===== config.mk =====
export PLATFORM = sky130hd
export DESIGN_NAME = chan_recv_ctrl
export DESIGN_NICKNAME = d
export VERILOG_FILES = /design/src/rtl/chan_recv_pkg.sv /design/src/rtl/chan_recv_pend.sv /design/src/rtl/chan_recv_capture.sv /design/src/rtl/chan_recv_done.sv /design/src/rtl/chan_recv_ctrl.sv
export SDC_FILE = /design/constraint.sdc
export NUM_CORES = 1
export LEC_CHECK = 0
export ABC_CLOCK_PERIOD_IN_PS = 1040
export BUFFER_PORTS_ARGS = -buffer_cell sky130_fd_sc_hd__buf_2
export CORE_AREA = 2 2 39 41
export CTS_CLUSTER_DIAMETER = 120
export DETAILED_ROUTE_END_ITERATION = 10
export DIE_AREA = 0 0 41 43
export GPL_ROUTABILITY_DRIVEN = 0
export GPL_TIMING_DRIVEN = 0
export PLACE_DENSITY_LB_ADDON = 0.15
export SYNTH_ARGS = -nofsm -noshare
export SYNTH_HDL_FRONTEND = slang
export SYNTH_SLANG_ARGS = --single-unit

===== constraint.sdc =====
create_clock -name clk -period 1.04 [get_ports clk]
set_input_delay 0.208 -clock clk [delete_from_list [all_inputs] [get_ports clk]]
set_output_delay 0.208 -clock clk [all_outputs]
set_load 0.05 [all_outputs]

===== src/rtl/chan_recv_pkg.sv =====
package chan_recv_pkg;

   // Per-cycle control terms shared between the pending stage and its consumers.
   typedef struct packed {
      logic active;   // start present or a receive still pending
      logic fire;     // rendezvous: active and sender ready
   } rdv_ctrl_t;

   localparam int unsigned MAX_DATA_W = 1024;

endpackage


===== src/rtl/chan_recv_pend.sv =====
module chan_recv_pend
   import chan_recv_pkg::*;
(
   input  logic      clk,
   input  logic      rst,
   input  logic      start_i,
   input  logic      peer_rdy_i,
   output rdv_ctrl_t ctrl_o
);

   logic pend_q;
   logic active;
   logic pend_d;

   assign active = start_i | pend_q;
   assign pend_d = active & ~peer_rdy_i;

   always_ff @(posedge clk) begin
      if (rst) begin
         pend_q <= 1'b0;
      end else begin
         pend_q <= pend_d;
      end
   end

   assign ctrl_o.active = active;
   assign ctrl_o.fire   = active & peer_rdy_i;

   AST_PEND_HOLD: assert property (@(posedge clk) disable iff (rst)
      (ctrl_o.active && !peer_rdy_i) |=> ctrl_o.active);

   AST_PEND_DROP: assert property (@(posedge clk) disable iff (rst)
      ctrl_o.fire |=> (ctrl_o.active == start_i));

endmodule


===== src/rtl/chan_recv_capture.sv =====
module chan_recv_capture #(
   parameter int unsigned DATA_W              = 8,
   parameter bit          CLEAR_DATA_ON_RESET = 1'b1
) (
   input  logic              clk,
   input  logic              rst,
   input  logic              load_i,
   input  logic [DATA_W-1:0] din_i,
   output logic [DATA_W-1:0] dout_o
);

   logic [DATA_W-1:0] data_q;

   if (CLEAR_DATA_ON_RESET) begin : g_clear
      always_ff @(posedge clk) begin
         if (rst) begin
            data_q <= '0;
         end else if (load_i) begin
            data_q <= din_i;
         end
      end
   end else begin : g_keep
      always_ff @(posedge clk) begin
         if (load_i) begin
            data_q <= din_i;
         end
      end
   end

   assign dout_o = data_q;

   AST_LOAD_TAKES: assert property (@(posedge clk) disable iff (rst)
      load_i |=> (dout_o == $past(din_i)));

   AST_NO_LOAD_HOLDS: assert property (@(posedge clk) disable iff (rst)
      !load_i |=> $stable(dout_o));

endmodule


===== src/rtl/chan_recv_done.sv =====
module chan_recv_done (
   input  logic clk,
   input  logic rst,
   input  logic fire_i,
   output logic done_o
);

   logic done_q;

   always_ff @(posedge clk) begin
      if (rst) begin
         done_q <= 1'b0;
      end else begin
         done_q <= fire_i;
      end
   end

   assign done_o = done_q;

   AST_DONE_FOLLOWS: assert property (@(posedge clk) disable iff (rst)
      fire_i |=> done_o);

   AST_DONE_SINGLE: assert property (@(posedge clk) disable iff (rst)
      (done_o && !fire_i) |=> !done_o);

endmodule


===== src/rtl/chan_recv_ctrl.sv =====
module chan_recv_ctrl
   import chan_recv_pkg::*;
#(
   parameter int unsigned DATA_W              = 8,
   parameter int unsigned NUM_IDLE_CH         = 2,
   parameter bit          CLEAR_DATA_ON_RESET = 1'b1
) (
   input  logic                   clk,
   input  logic                   rst,
   input  logic                   start_i,
   input  logic                   snd_ready_i,
   input  logic [DATA_W-1:0]      chan_data_i,
   output logic                   rcv_ready_o,
   output logic                   synch_o,
   output logic                   done_o,
   output logic [DATA_W-1:0]      rx_data_o,
   output logic [NUM_IDLE_CH-1:0] idle_ready_o,
   output logic [NUM_IDLE_CH-1:0] idle_synch_o
);

   localparam int unsigned IDLE_LAST = NUM_IDLE_CH - 1;

   if (DATA_W < 1 || DATA_W > MAX_DATA_W) begin : g_bad_width
      $error("chan_recv_ctrl: DATA_W out of range");
   end
   if (NUM_IDLE_CH < 1) begin : g_bad_idle
      $error("chan_recv_ctrl: NUM_IDLE_CH must be at least 1");
   end

   rdv_ctrl_t ctrl;

   chan_recv_pend u_pend (
      .clk        (clk),
      .rst        (rst),
      .start_i    (start_i),
      .peer_rdy_i (snd_ready_i),
      .ctrl_o     (ctrl)
   );

   chan_recv_capture #(
      .DATA_W              (DATA_W),
      .CLEAR_DATA_ON_RESET (CLEAR_DATA_ON_RESET)
   ) u_capture (
      .clk    (clk),
      .rst    (rst),
      .load_i (ctrl.fire),
      .din_i  (chan_data_i),
      .dout_o (rx_data_o)
   );

   chan_recv_done u_done (
      .clk    (clk),
      .rst    (rst),
      .fire_i (ctrl.fire),
      .done_o (done_o)
   );

   assign rcv_ready_o = ctrl.active;
   assign synch_o     = ctrl.fire;

   for (genvar ch = 0; ch <= IDLE_LAST; ch++) begin : g_idle
      assign idle_ready_o[ch] = 1'b0;
      assign idle_synch_o[ch] = 1'b0;
   end

   AST_START_ADVERTISES: assert property (@(posedge clk) disable iff (rst)
      start_i |-> rcv_ready_o);

   AST_SYNCH_NEEDS_BOTH: assert property (@(posedge clk) disable iff (rst)
      synch_o |-> (rcv_ready_o && snd_ready_i));

   AST_IDLE_SENDER_QUIET: assert property (@(posedge clk) disable iff (rst)
      (!rcv_ready_o && snd_ready_i) |=> (!done_o && $stable(rx_data_o)));

endmodule


; ---- Word level (Yosys, flattened, before mapping)
; Index checks and enable logic that the tools add are counted.
[op_classes]
n_bitwise = 4
[ops]
columns = op, n
row1 = bitwise AND 1 bit, 2
row2 = NOT 1 bit, 1
row3 = OR 1 bit, 1
[totals]
reg_bits = 10
in_bits = 12
output_inout_bits = 15
wordCells = 7

; ---- Longest topological paths before layout
[logic_depth]
depth_word = 2
mapped_depth = 3
depth_no_buf = 2

; ---- Cells and area by module
; Synthesis repeated with hierarchy kept, for this count alone.
[hier_totals]
hier_cells = 38
hier_area_um2 = 405.4
[modules_own_cells]
columns = module, n_inst, cells_per_inst, area_per_inst_um2
row1 = chan_recv_capture, 1, 26, 285.3
row2 = chan_recv_pend, 1, 5, 52.6
row3 = chan_recv_ctrl, 1, 5, 33.8
row4 = chan_recv_done, 1, 2, 33.8

; ---- Least setup slack after synthesis
; No wires, ideal clock.
[synth_timing]
path_kind = register -> register
startpoint = register u_pend.pend_q
endpoint = register u_capture.data_q[0], in the netlist u_capture.dout_o[0]
setup_ns = 0.072
arrival_time_ns = 0.817
t_required_ns = 0.968
setup_slack_ns = 0.151
path_stages_with_launch = 4
n_path_buf = 1
cell_sequence = dfxtp_1 -> o21a_1 -> buf_6 -> mux2i_1
[synth_between]
elab_chain_len = 2
[synth_rtl]
columns = element, line_no
row1 = from (decl), chan_recv_pend.sv:11  ; logic pend_q;
row2 = from (signal assigned), chan_recv_pend.sv:22  ; pend_q <= pend_d;
row3 = OR 1 bit, chan_recv_pend.sv:15  ; assign active = start_i | pend_q;
row4 = bitwise AND 1 bit, chan_recv_pend.sv:27  ; assign ctrl_o.fire = active & peer_rdy_i;
row5 = via synch_o, chan_recv_ctrl.sv:14  ; output logic synch_o,
row6 = to (signal assigned), chan_recv_capture.sv:19  ; data_q <= din_i;
row7 = to (decl), chan_recv_capture.sv:12  ; logic [DATA_W-1:0] data_q;
; The timed path passes the listed nets, and every way through them passes these cells.
; A chain may end at the register's enable or synchronous reset.

; ---- Worst setup path in the final report
[layout_timing]
startpoint = register u_pend.pend_q
endpoint = output synch_o
[layout_between]
elab_chain_len = 2
[layout_rtl]
columns = element, line_no
row1 = OR 1 bit, chan_recv_pend.sv:15
row2 = bitwise AND 1 bit, chan_recv_pend.sv:27
row3 = to (decl), chan_recv_ctrl.sv:14
; No other way between the ends.

==> results.md <==
- Crit path max-delay family: flip-flops
- Die X-Extent: 41 um
- Worst Path Buf+Inv: 1
- Failing checks: setup timing
- NetSw: 0.2916 mW
- Mapped Area: 457.9 um2
- YS warnings: 0
- R2R setup slack: 20 ps
- Synth area leader: dfxtp_1
- Worst R2R Path Depth: 3
- Setup Skew: 0.1746 ps
- # nets final: 88
- Longest Clk Path Bufs: 2
- Drt via density: 4.156
- WL/cell: 9.456 um
- Hold WS: 136.0 ps
- Util after Layout: 0.4729
- Core area: 1384 um2
- Internal Pwr Total: 0.6317 mW
- Drt total wl: 851 um
- First-pass GRT wire length: 1331 um
- Synth area leaders: dfxtp_1, nand2b_1, mux2i_1
- Crit path max fanout: 2
- RR Endpoint: u_capture.dout_o[0]$_SDFFE_PP0P_
- Initial DRC count: 1
- Netlist cell types: 12
- CTS root buf: clkbuf_4
- DRC: 0
- Tmin final: 1167 ps
- Htree depth: 1
- P_leak: 0.3183 nW
- Vias: 374
- Hold crit path type: in -> reg
- Vias in the first global route: 345
- Clock Power Share: 0.265
- DIE HEIGHT: 43 um
- Io pins: 27
- Rows: 14
- Final hold violations: 0
- Die area: 1763 um2
- Unrepaired setup endpoints after global routing: yes
- Power Density: 1411 nW/um2
- Worst EP arrival: 960 ps
- Final Total Pwr: 0.9232 mW
- Max stage delay cell, worst path: dfxtp_2
- Slew Viols, Final: 0
- Initial Util: 0.3309
- Gate power share: 0.285
- Share of the synthesized area in the top cell type: 0.4372
- Skew-Pair Late Insertion Delay: 250 ps
- Final setup violating endpoints: 2
- Number of hold buffers added after cts: 0
- Power share of the sequential group: 0.450
- Congestion Overflow GR: 0
- Syn Area/Cell: 9.955 um2
- Total track usage: 0.1090
- Critical Path End Type: primary output
- Largest net degree at the start of global routing: 11
- Cts bufs inserted: 3
- Period utilisation layout: 1.122
- CTS tree: done
- CP peak stage delay: 320 ps
- Layout cell share with drive strength beyond 1: 0.4459
- Outcome: finished, violations left
- Worst path cell trace: o21a_1 > buf_8
- Worst Setup SP: u_pend.pend_q$_SDFF_PP0_
- Worst Setup Start Kind: flip-flop
- Clock-pin transition on the worst setup and hold timing paths: 60 ps
- Type of the worst setup path: reg -> out
- ANT cells: 0
- Max_cap viols: 0
- CTS sink count: 10
- Worst VDD drop: 0.0007076 V
- Sequential area share after synthesis: 0.4372
- Yosys reg bits: 10
- Final worst slack: -126.9 ps
- Fmax: 0.8570 GHz
- Syn Inst Count: 46
- Sw frac: 0.3158
- Area delta synth->final: 42.90%
- RR Startpoint: u_pend.pend_q$_SDFF_PP0_
- Crit path capture: synch_o
- ANT nets after route: 0
- Port Buffers: 22
- Critical path depth in cells: 2
- Drt first pass iters: 2
- Worst EP required: 830 ps
- Initial antenna violation count: 0
[state kept, by name (all words and copies together), names as in the netlist]
name and flops:
u_pend.pend_q 1, u_capture.dout_o 8, u_done.done_o 1
[synthesized netlist by cell type]
master    count
dfxtp_1      10
nand2b_1     16
buf_2         1
buf_4         4
nor3b_1       1
inv_1         1
mux2i_1       8
nor2_1        1
nor3_1        1
o21a_1        1
buf_6         1
conb_1        1
[metrics by stage]
step                TNS, ps  cells  setup WS [ps]  area (um2)
finish               -234.6     90         -126.9       654.4
global route         -485.6     90         -154.7       654.4
CTS                  -329.9     91         -169.3       659.4
detailed placement   -57.96     87         -57.96       599.3
global placement     -50.44     87         -50.44       599.3
floorplan                 0     49          151.4       469.2
[how the worst min path moves through the flow]
stage / slack, ps / to / cells after the start / from
floorplan: 280 / u_pend.pend_q$_SDFF_PP0_ / 1 / snd_ready_i
global placement: 400 / u_pend.pend_q$_SDFF_PP0_ / 2 / snd_ready_i
detailed placement: 410 / u_pend.pend_q$_SDFF_PP0_ / 2 / snd_ready_i
CTS: 140 / u_pend.pend_q$_SDFF_PP0_ / 2 / snd_ready_i
global route: 130 / u_pend.pend_q$_SDFF_PP0_ / 2 / snd_ready_i
finish: 140 / u_pend.pend_q$_SDFF_PP0_ / 2 / snd_ready_i
[cell usage in the layout, fill, tap and decap left out]
cell type / count
conb_1: 4
buf_2: 13
inv_1: 1
buf_4: 14
o21a_1: 1
clkbuf_4: 3
buf_8: 1
mux2i_1: 8
nor3_1: 1
dfxtp_2: 1
nand2b_1: 16
dfxtp_1: 9
nor3b_1: 1
nor2_2: 1
[cells by family after synthesis]
group / after synthesis / share of synthesized area
AO/OA/AOI/OAI: 1 / 0.01640
flip-flops: 10 / 0.4372
other: 1 / 0.008189
AND/OR/NAND/NOR: 19 / 0.2541
multiplexers: 8 / 0.1749
buffers and inverters: 7 / 0.1093
[repair_timing]
action / in CTS / in global routing
buffers inserted: 1 / 0
pin swaps: 1 / 1
cloned: 0 / 0
resized for setup: 11 / 4
endpoints found under the hold margin: 0 / 0
endpoints found under the setup margin: 10 / 10
[power groups by stage]
| stage | clock network (mW) | logic (mW) | registers, mW |
|---|---|---|---|
| floorplan | 0 | 0.120 | 0.492 |
| global placement | 0 | 0.246 | 0.422 |
| detailed placement | 0 | 0.247 | 0.423 |
| CTS | 0.251 | 0.267 | 0.415 |
| global route | 0.270 | 0.278 | 0.419 |
| finish | 0.244 | 0.263 | 0.416 |
[per-layer routing]
metal	global-route usage	up-vias	wire length (um)	share of wire
met5	0	-	0	0
met4	0.06000	0	5	0.0059
met3	0.03141	2	66	0.078
met2	0.1594	15	397	0.47
met1	0.1373	160	381	0.45
li1	-	197	-	-
[cell type report]
class	instances	area, um2
plain buffers	5	35.03
clock buffers	3	22.52
fillers	147	729.5
inverters	1	3.754
multi-input cells	32	221.5
flip-flops and latches	10	201.4
well taps	16	20.02
repair buffers	23	150.1
No activity file was read; power rests on OpenSTA's default activity.
